--- src/rtl/bht_pkg.sv ---
package bht_pkg;

    // Step applied to one counter on a clock edge.
    typedef enum logic [1:0] {
        CTR_HOLD = 2'b00,
        CTR_INC  = 2'b01,
        CTR_DEC  = 2'b10
    } ctr_op_e;

    // Resolved branch outcome.
    typedef enum logic {
        OUT_NOT_TAKEN = 1'b0,
        OUT_TAKEN     = 1'b1
    } outcome_e;

    // Weakly-not-taken value for a counter of width w.
    function automatic int unsigned weak_not_taken(input int unsigned w);
        return (32'd1 << (w - 1)) - 32'd1;
    endfunction

    // Translate an update request into a counter step.
    function automatic ctr_op_e op_for(input logic hit, input outcome_e outc);
        if (!hit) begin
            return CTR_HOLD;
        end
        return (outc == OUT_TAKEN) ? CTR_INC : CTR_DEC;
    endfunction

endpackage

--- src/rtl/bht_index.sv ---
module bht_index #(
    parameter int ADDR_W = 32,
    parameter int OFF_W  = 2,
    parameter int IDX_W  = 6
) (
    input  logic [ADDR_W-1:0] addr,
    output logic [IDX_W-1:0]  idx
);
    // Drop the word offset, keep the next IDX_W bits, ignore the rest.
    assign idx = addr[OFF_W +: IDX_W];
endmodule

--- src/rtl/bht_sat_ctr.sv ---
module bht_sat_ctr
    import bht_pkg::*;
#(
    parameter int CTR_W = 2
) (
    input  logic             clk,
    input  logic             rst,
    input  ctr_op_e          op,
    output logic [CTR_W-1:0] count
);
    localparam logic [CTR_W-1:0] CMAX  = '1;
    localparam logic [CTR_W-1:0] CMIN  = '0;
    localparam logic [CTR_W-1:0] CINIT = CTR_W'(weak_not_taken(CTR_W));

    logic [CTR_W-1:0] nxt;

    always_comb begin
        nxt = count;
        unique case (op)
            CTR_INC: if (count != CMAX) nxt = count + CTR_W'(1);
            CTR_DEC: if (count != CMIN) nxt = count - CTR_W'(1);
            default: nxt = count;
        endcase
    end

    always_ff @(posedge clk) begin
        if (rst) begin
            count <= CINIT;
        end else begin
            count <= nxt;
        end
    end
endmodule

--- src/rtl/bht_table.sv ---
module bht_table
    import bht_pkg::*;
#(
    parameter int IDX_W = 6,
    parameter int CTR_W = 2
) (
    input  logic             clk,
    input  logic             rst,
    input  logic             wr_en,
    input  logic [IDX_W-1:0] wr_idx,
    input  outcome_e         wr_outc,
    input  logic [IDX_W-1:0] rd_idx,
    output logic [CTR_W-1:0] rd_count
);
    localparam int ENTRIES = 1 << IDX_W;

    logic [CTR_W-1:0] cnt [ENTRIES];

    for (genvar e = 0; e < ENTRIES; e++) begin : g_entry
        ctr_op_e ent_op;
        assign ent_op = op_for(wr_en && (wr_idx == IDX_W'(e)), wr_outc);

        bht_sat_ctr #(.CTR_W(CTR_W)) u_ctr (
            .clk   (clk),
            .rst   (rst),
            .op    (ent_op),
            .count (cnt[e])
        );
    end

    // Read before write: a same-cycle update shows up after the edge.
    assign rd_count = cnt[rd_idx];
endmodule

--- src/rtl/bht_predictor.sv ---
module bht_predictor
    import bht_pkg::*;
#(
    parameter int ADDR_W = 32,
    parameter int OFF_W  = 2,
    parameter int IDX_W  = 6,
    parameter int CTR_W  = 2
) (
    input  logic              clk,
    input  logic              rst,
    input  logic [ADDR_W-1:0] lkp_addr,
    output logic              lkp_taken,
    output logic [CTR_W-1:0]  lkp_count,
    input  logic              upd_valid,
    input  logic [ADDR_W-1:0] upd_addr,
    input  logic              upd_taken
);
    logic [IDX_W-1:0] rd_idx;
    logic [IDX_W-1:0] wr_idx;
    outcome_e         outc;

    bht_index #(.ADDR_W(ADDR_W), .OFF_W(OFF_W), .IDX_W(IDX_W)) u_rd_idx (
        .addr (lkp_addr),
        .idx  (rd_idx)
    );

    bht_index #(.ADDR_W(ADDR_W), .OFF_W(OFF_W), .IDX_W(IDX_W)) u_wr_idx (
        .addr (upd_addr),
        .idx  (wr_idx)
    );

    assign outc = upd_taken ? OUT_TAKEN : OUT_NOT_TAKEN;

    bht_table #(.IDX_W(IDX_W), .CTR_W(CTR_W)) u_table (
        .clk      (clk),
        .rst      (rst),
        .wr_en    (upd_valid),
        .wr_idx   (wr_idx),
        .wr_outc  (outc),
        .rd_idx   (rd_idx),
        .rd_count (lkp_count)
    );

    // Upper half of the counter range predicts taken.
    assign lkp_taken = lkp_count[CTR_W-1];
endmodule

--- config.mk ---
export PLATFORM = sky130hd
export DESIGN_NAME = bht_predictor
export DESIGN_NICKNAME = d
export VERILOG_FILES = /design/src/rtl/bht_pkg.sv /design/src/rtl/bht_index.sv /design/src/rtl/bht_sat_ctr.sv /design/src/rtl/bht_table.sv /design/src/rtl/bht_predictor.sv
export SDC_FILE = /design/constraint.sdc
export NUM_CORES = 1
export LEC_CHECK = 0
export ABC_AREA = 1
export BUFFER_PORTS_ARGS = -buffer_cell sky130_fd_sc_hd__buf_4
export CORE_MARGIN = 4
export CORE_UTILIZATION = 50
export CTS_CLUSTER_SIZE = 28
export DETAILED_ROUTE_END_ITERATION = 10
export PLACE_DENSITY = 0.69
export RECOVER_POWER = 100
export SLEW_MARGIN = 15
export SYNTH_ARGS = -nofsm -noshare
export SYNTH_HDL_FRONTEND = slang
export SYNTH_SLANG_ARGS = --single-unit
--- constraint.sdc ---
create_clock -name clk -period 2.7 [get_ports clk]
set_clock_uncertainty 0.1 [all_clocks]
set_input_delay 0.54 -clock clk [delete_from_list [all_inputs] [get_ports clk]]
set_output_delay 0.54 -clock clk [all_outputs]
set_load 0.02 [all_outputs]
# Word-level counts from Yosys, hierarchy flattened
# Index checks and enable logic that the tools add are counted.
[op_classes] add_sub_neg=128 n_lt_le_gt_ge=1 n_eq_ne=383 mux=261 bitwise=1 reduce_logical=257
[op_table] cell="$mux W2" count=195
[op_table] cell="$ne A2 B2 Y1 const B" count=192
[op_table] cell="$pmux W2 S2" count=64
[op_table] cell="$reduce_bool A2 Y1" count=128
[op_table] cell="$eq A6 B6 Y1 const B" count=32
[op_table] cell="$reduce_and A3 Y1" count=64
[op_table] cell="$add A2 B1 Y2 const B" count=64
[op_table] cell="$eq A2 B1 Y1 const B" count=64
[op_table] cell="$eq A2 B2 Y1 const B" count=64
[op_table] cell="$sub A2 B1 Y2 const B" count=64
[op_table] cell="$eq A6 B5 Y1 const B" count=16
[op_table] cell="$logic_and A1 B1 Y1" count=64
[op_table] cell="$eq A6 B4 Y1 const B" count=8
[op_table] cell="$eq A6 B3 Y1 const B" count=4
[op_table] cell="$bmux W2 S6" count=1
[op_table] cell="$eq A6 B2 Y1 const B" count=2
[op_table] cell="$ge A7 B7 Y1 const B" count=1
[op_table] cell="$not A6 Y7" count=1
[op_table] cell="$eq A6 B1 Y1 const B" count=1
[op_table] cell="$logic_not A6 Y1" count=1
[op_table] cell="$mux W1" count=1
[word_totals] ff_bits=128 inputBits=68 word_cells=1095

# Longest topological paths before layout
[logic_depth] word_depth=6 mapped_depth=11 depth_no_buf=10

# Hierarchy
# Synthesis repeated with hierarchy kept, for this count alone.
[unflattened] cells_unflattened=1765 area_unflattened_um2=9487.8
[by_module_without_submodules] module="bht_sat_ctr" n_inst=64 cells_each=19 area_each_um2=111.4 seq_area_each_um2=40.0
[by_module_without_submodules] module="bht_table" n_inst=1 cells_each=536 area_each_um2=2263.4 seq_area_each_um2=0.0
[by_module_without_submodules] module="bht_index" n_inst=2 cells_each=6 area_each_um2=45.0 seq_area_each_um2=0.0
[by_module_without_submodules] module="bht_predictor" n_inst=1 cells_each=1 area_each_um2=7.5 seq_area_each_um2=0.0

# Worst setup path before layout
# Ideal clock, no wire load.
[synth_path] kind="input to output" start="input lkp_addr[4]" end="output lkp_count[1]" arrival_ps=1825 required_ps=2060 setup_slack_ps=235 path_stages=10 n_path_buf=3 cell_sequence="clkbuf_1 -> inv_1 -> clkbuf_1 -> nand3_1 -> nand2_1 -> nand2_1 -> nand3_1 -> nand3_1 -> nand2_1 -> buf_4"
[synth_via] elab_chain_len=4
[synth_rtl] item="start: declaration" line="bht_predictor.sv:11" rtl="input logic [ADDR_W-1:0] lkp_addr,"
[synth_rtl] item="$not A6 Y7 (implied by the code)" line="bht_table.sv:32" rtl="assign rd_count = cnt[rd_idx];"
[synth_rtl] item="$bmux W2 S6" line="bht_table.sv:32"
[synth_rtl] item="$mux W2 (implied by the code) (2 in series)" line="bht_table.sv:32"
[synth_rtl] item="end: declaration" line="bht_predictor.sv:13" rtl="output logic [CTR_W-1:0] lkp_count,"
# No other way between the ends. The select of a mux whose other input is x is not followed.

# Final worst setup path
[layout_path] start="input lkp_addr[2]" end="output lkp_count[1]"
# Same word-level chain as after synthesis.

==> flow_summary.toml <==
[pwr]
power_switching_w = 0.00115
ir_drop_mv = 0.476
swShare_pct = 24.0
leakage_nw = 3.65
fin_total_pwr_w = 0.00480
p_seq_share_pct = 39.8
p_int_w = 0.00365
p_per_area_nw_per_um2 = 585
p_comb_share_pct = 8.9
p_clk_share_pct = 51.3

[route]
drc = 0
first_iter_violations = 532
wl_um = 20500
wl_per_cell_um = 15.2
dr.pass1.iters = 6
vias_per_cell = 5.55
wl_met1_um = 9390
top_layer_used = "met4"
antenna_left = 0
dr_wl_met2_um = 9490
dr_total_vias = 7497
wl_met3_um = 1360

[timing]
finalHoldViolCount = 0
maxSlewHeadroom_pct = 27.4
setup_viol = 0
tightest_slew_ps = 1080
finalWorstSetupSlack_ps = 117
rsz0062_at_grt = "no"
fin_setup_tns_ps = 0
fin_crit_sh_pct = 95.7
fin_crit_ps = 2580
slew_viol_final = 0
fmax_mhz = 387

[placed_design]
port_buffers = 18
pre_cts_ws_ps = 136
dp.cells = 1318
place.gp.congestion = 0.864
dp_hpwl_um = 13700
place_area_um2 = 7650

[finish]
multi_input_area_um2 = 3980
area_growth_pct = 13.5
largest_reg_flops = 128
fillers = 1364
instances_no_fill = 1350
top_regs = "u_table.g_entry.u_ctr.count x128"
drive_gt1_share_pct = 7.09
stdcell_area_um2 = 8210
antennaDiodeCount = 0
nets = 1225
regMostFlops = "u_table.g_entry.u_ctr.count"
register_area_um2 = 2560

[synth]
synthFlopType = "dfxtp_1"
synth_top_area_cell = "dfxtp_1"
yosys-mux-area-fraction_pct = 0
netlist.area_leader.share_pct = 35.4
synth-simple-area-share_pct = 35.7
synth.most_common_cell = "nand2_1"
netlist_area_um2 = 7230
synth_compound_area_share_pct = 20.0
synth_cell_types = 28
syn_area_per_cell_um2 = 6.28
yosys_register_bits = 128
synthAdderAreaFrac_pct = 0
synth_top_family_by_area = "simple AND/OR/NAND/NOR gates"
synth_edf_count = 0
ys.warnings.count = 0
syn-instance-count = 1152
synth_seq_area_share_pct = 35.4
synth_area_leaders = "dfxtp_1, nand2_1, nand3_1"
netlist_top_cells_count = "nand2_1, nand3_1, dfxtp_1, inv_1, a21oi_1"
async_flop_share_pct = 0
syn_nets = 1220
yosys.area_share.xor_xnor_pct = 0

[worst_setup_path]
critPathTopFamily = "simple AND/OR/NAND/NOR gates"
cp-end-kind = "output pin"
cp_num_buf_inv = 4
crit_arrival_ps = 1940
cpPeakStageDelay_ps = 190
slowest_stage = "buf_12"
path_cells = "buf_4 -> inv_2 -> buf_12 -> nand2_1 -> nand3_1 -> nand3_1 -> nand2_1 -> nand2_1 -> nand3_1 -> nand3_1 -> nand2_1 -> buf_4"
critical_path_class = "in -> out"
required_ps = 2060
cp_max_fo = 22
startpoint_type = "input port"

[hold_path]
worstHoldPathType = "reg -> reg"

[grt]
grt_usage_pct = 25.9
grt_max_degree = 71
grt-ovfl-total = 0
grt_pass1_vias = 6736
antenna_found_initial = 0
grt_pass1_wl_um = 33600

[clock_network]
cts_root_buf = "clkbuf_16"
hold_buffers = 0
htree_levels = 4
path_clk_slew_ps = 50
clockBufferDepth = 2
clk_latency_ps = 430
cts-buffers-inserted = 17
cts_tree = "done"
clkSinkCount = 128

[floorplanning]
rows = 43
die_area_um2 = 16500
start_util_pct = 51.5
core_area_um2 = 14000
dieHeight_um = 128
fp.dieW_um = 128
io_pins = 71

[run_status]
status = "finished clean"

[flow_run]
maxCapViolations = 0
## power by group through the flow
| stage | registers, W | logic (W) | clock network (W) |
|---|---|---|---|
| 5_1_grt | 0.00191 | 0.000473 | 0.00257 |
| 4_1_cts | 0.00191 | 0.000435 | 0.00248 |
| 3_3_place_gp | 0.00195 | 0.000431 | 0 |
| 3_5_place_dp | 0.00195 | 0.000433 | 0 |
| 6_report | 0.00191 | 0.000429 | 0.00246 |
| 2_1_floorplan | 0.00195 | 0.000267 | 0 |
## kinds of logic (layout without fill, tap and decap cells)
logic type | after synthesis | count (layout)
AOI/OAI and AO/OA | 247 | 247
and+or+nand+nor | 609 | 609
DFF | 128 | 128
buffers and inverters | 168 | 186
## path summary, 6_finish.rpt
path,startpoint,end,slack [ps],depth (start not counted)
worst max-delay path,lkp_addr[2],lkp_count[1],120,12
worst min-delay path,u_table.g_entry[61].u_ctr.count[1],u_table.g_entry[61].u_ctr.count[1],380,2
worst max register to register,u_table.g_entry[9].u_ctr.count[1],u_table.g_entry[9].u_ctr.count[0],1590,3
worst min register to register,u_table.g_entry[61].u_ctr.count[1],u_table.g_entry[61].u_ctr.count[1],380,2
## per-stage QoR
step / util [%] / hold WS (ps)
after floorplan: - / 354
after CTS: 58.9 / 377
final: 58.5 / 379
after global routing: 58.5 / 398
after detailed placement: 54.5 / 368
after global placement: 54.5 / 365
## per-layer routing
| layer | vias up | track usage (%) |
|---|---|---|
| li1 | 3834 | - |
| met3 | 21 | 5.63 |
| met1 | 3432 | 34.8 |
| met4 | 0 | 7.93 |
| met5 | - | 0 |
| met2 | 210 | 41.6 |
## worst register-to-register path, cell delays in order, from the launching register on
cell,delay [ps]
dfxtp_1,330
or2_2,320
a21oi_1,150
o21ai_0,100
## area by class of cell
type	count	area share, %
multi-input combinational	856	48.5
sequential	128	31.2
clock buffer	27	6.00
timing repair buffer	46	5.09
inverter	108	4.97
tap	180	2.74
clock inverter	5	1.52
## cell usage in the layout (no fill, tap or decap), types with 20 or more instances in the layout
| cell | instances |
|---|---|
| dfxtp_1 | 128 |
| buf_4 | 30 |
| o21ai_0 | 79 |
| inv_1 | 102 |
| nand3_1 | 140 |
| o221ai_1 | 20 |
| nand2_1 | 366 |
| nor2_1 | 76 |
| a21oi_1 | 97 |
| o211ai_1 | 43 |
## what timing repair did
item,in CTS,in global routing
endpoints found under the setup margin,0,3
hold endpoints to repair,0,0
resized for setup,0,2
setup buffers,0,0
No activity file was read; power rests on OpenSTA's default activity.
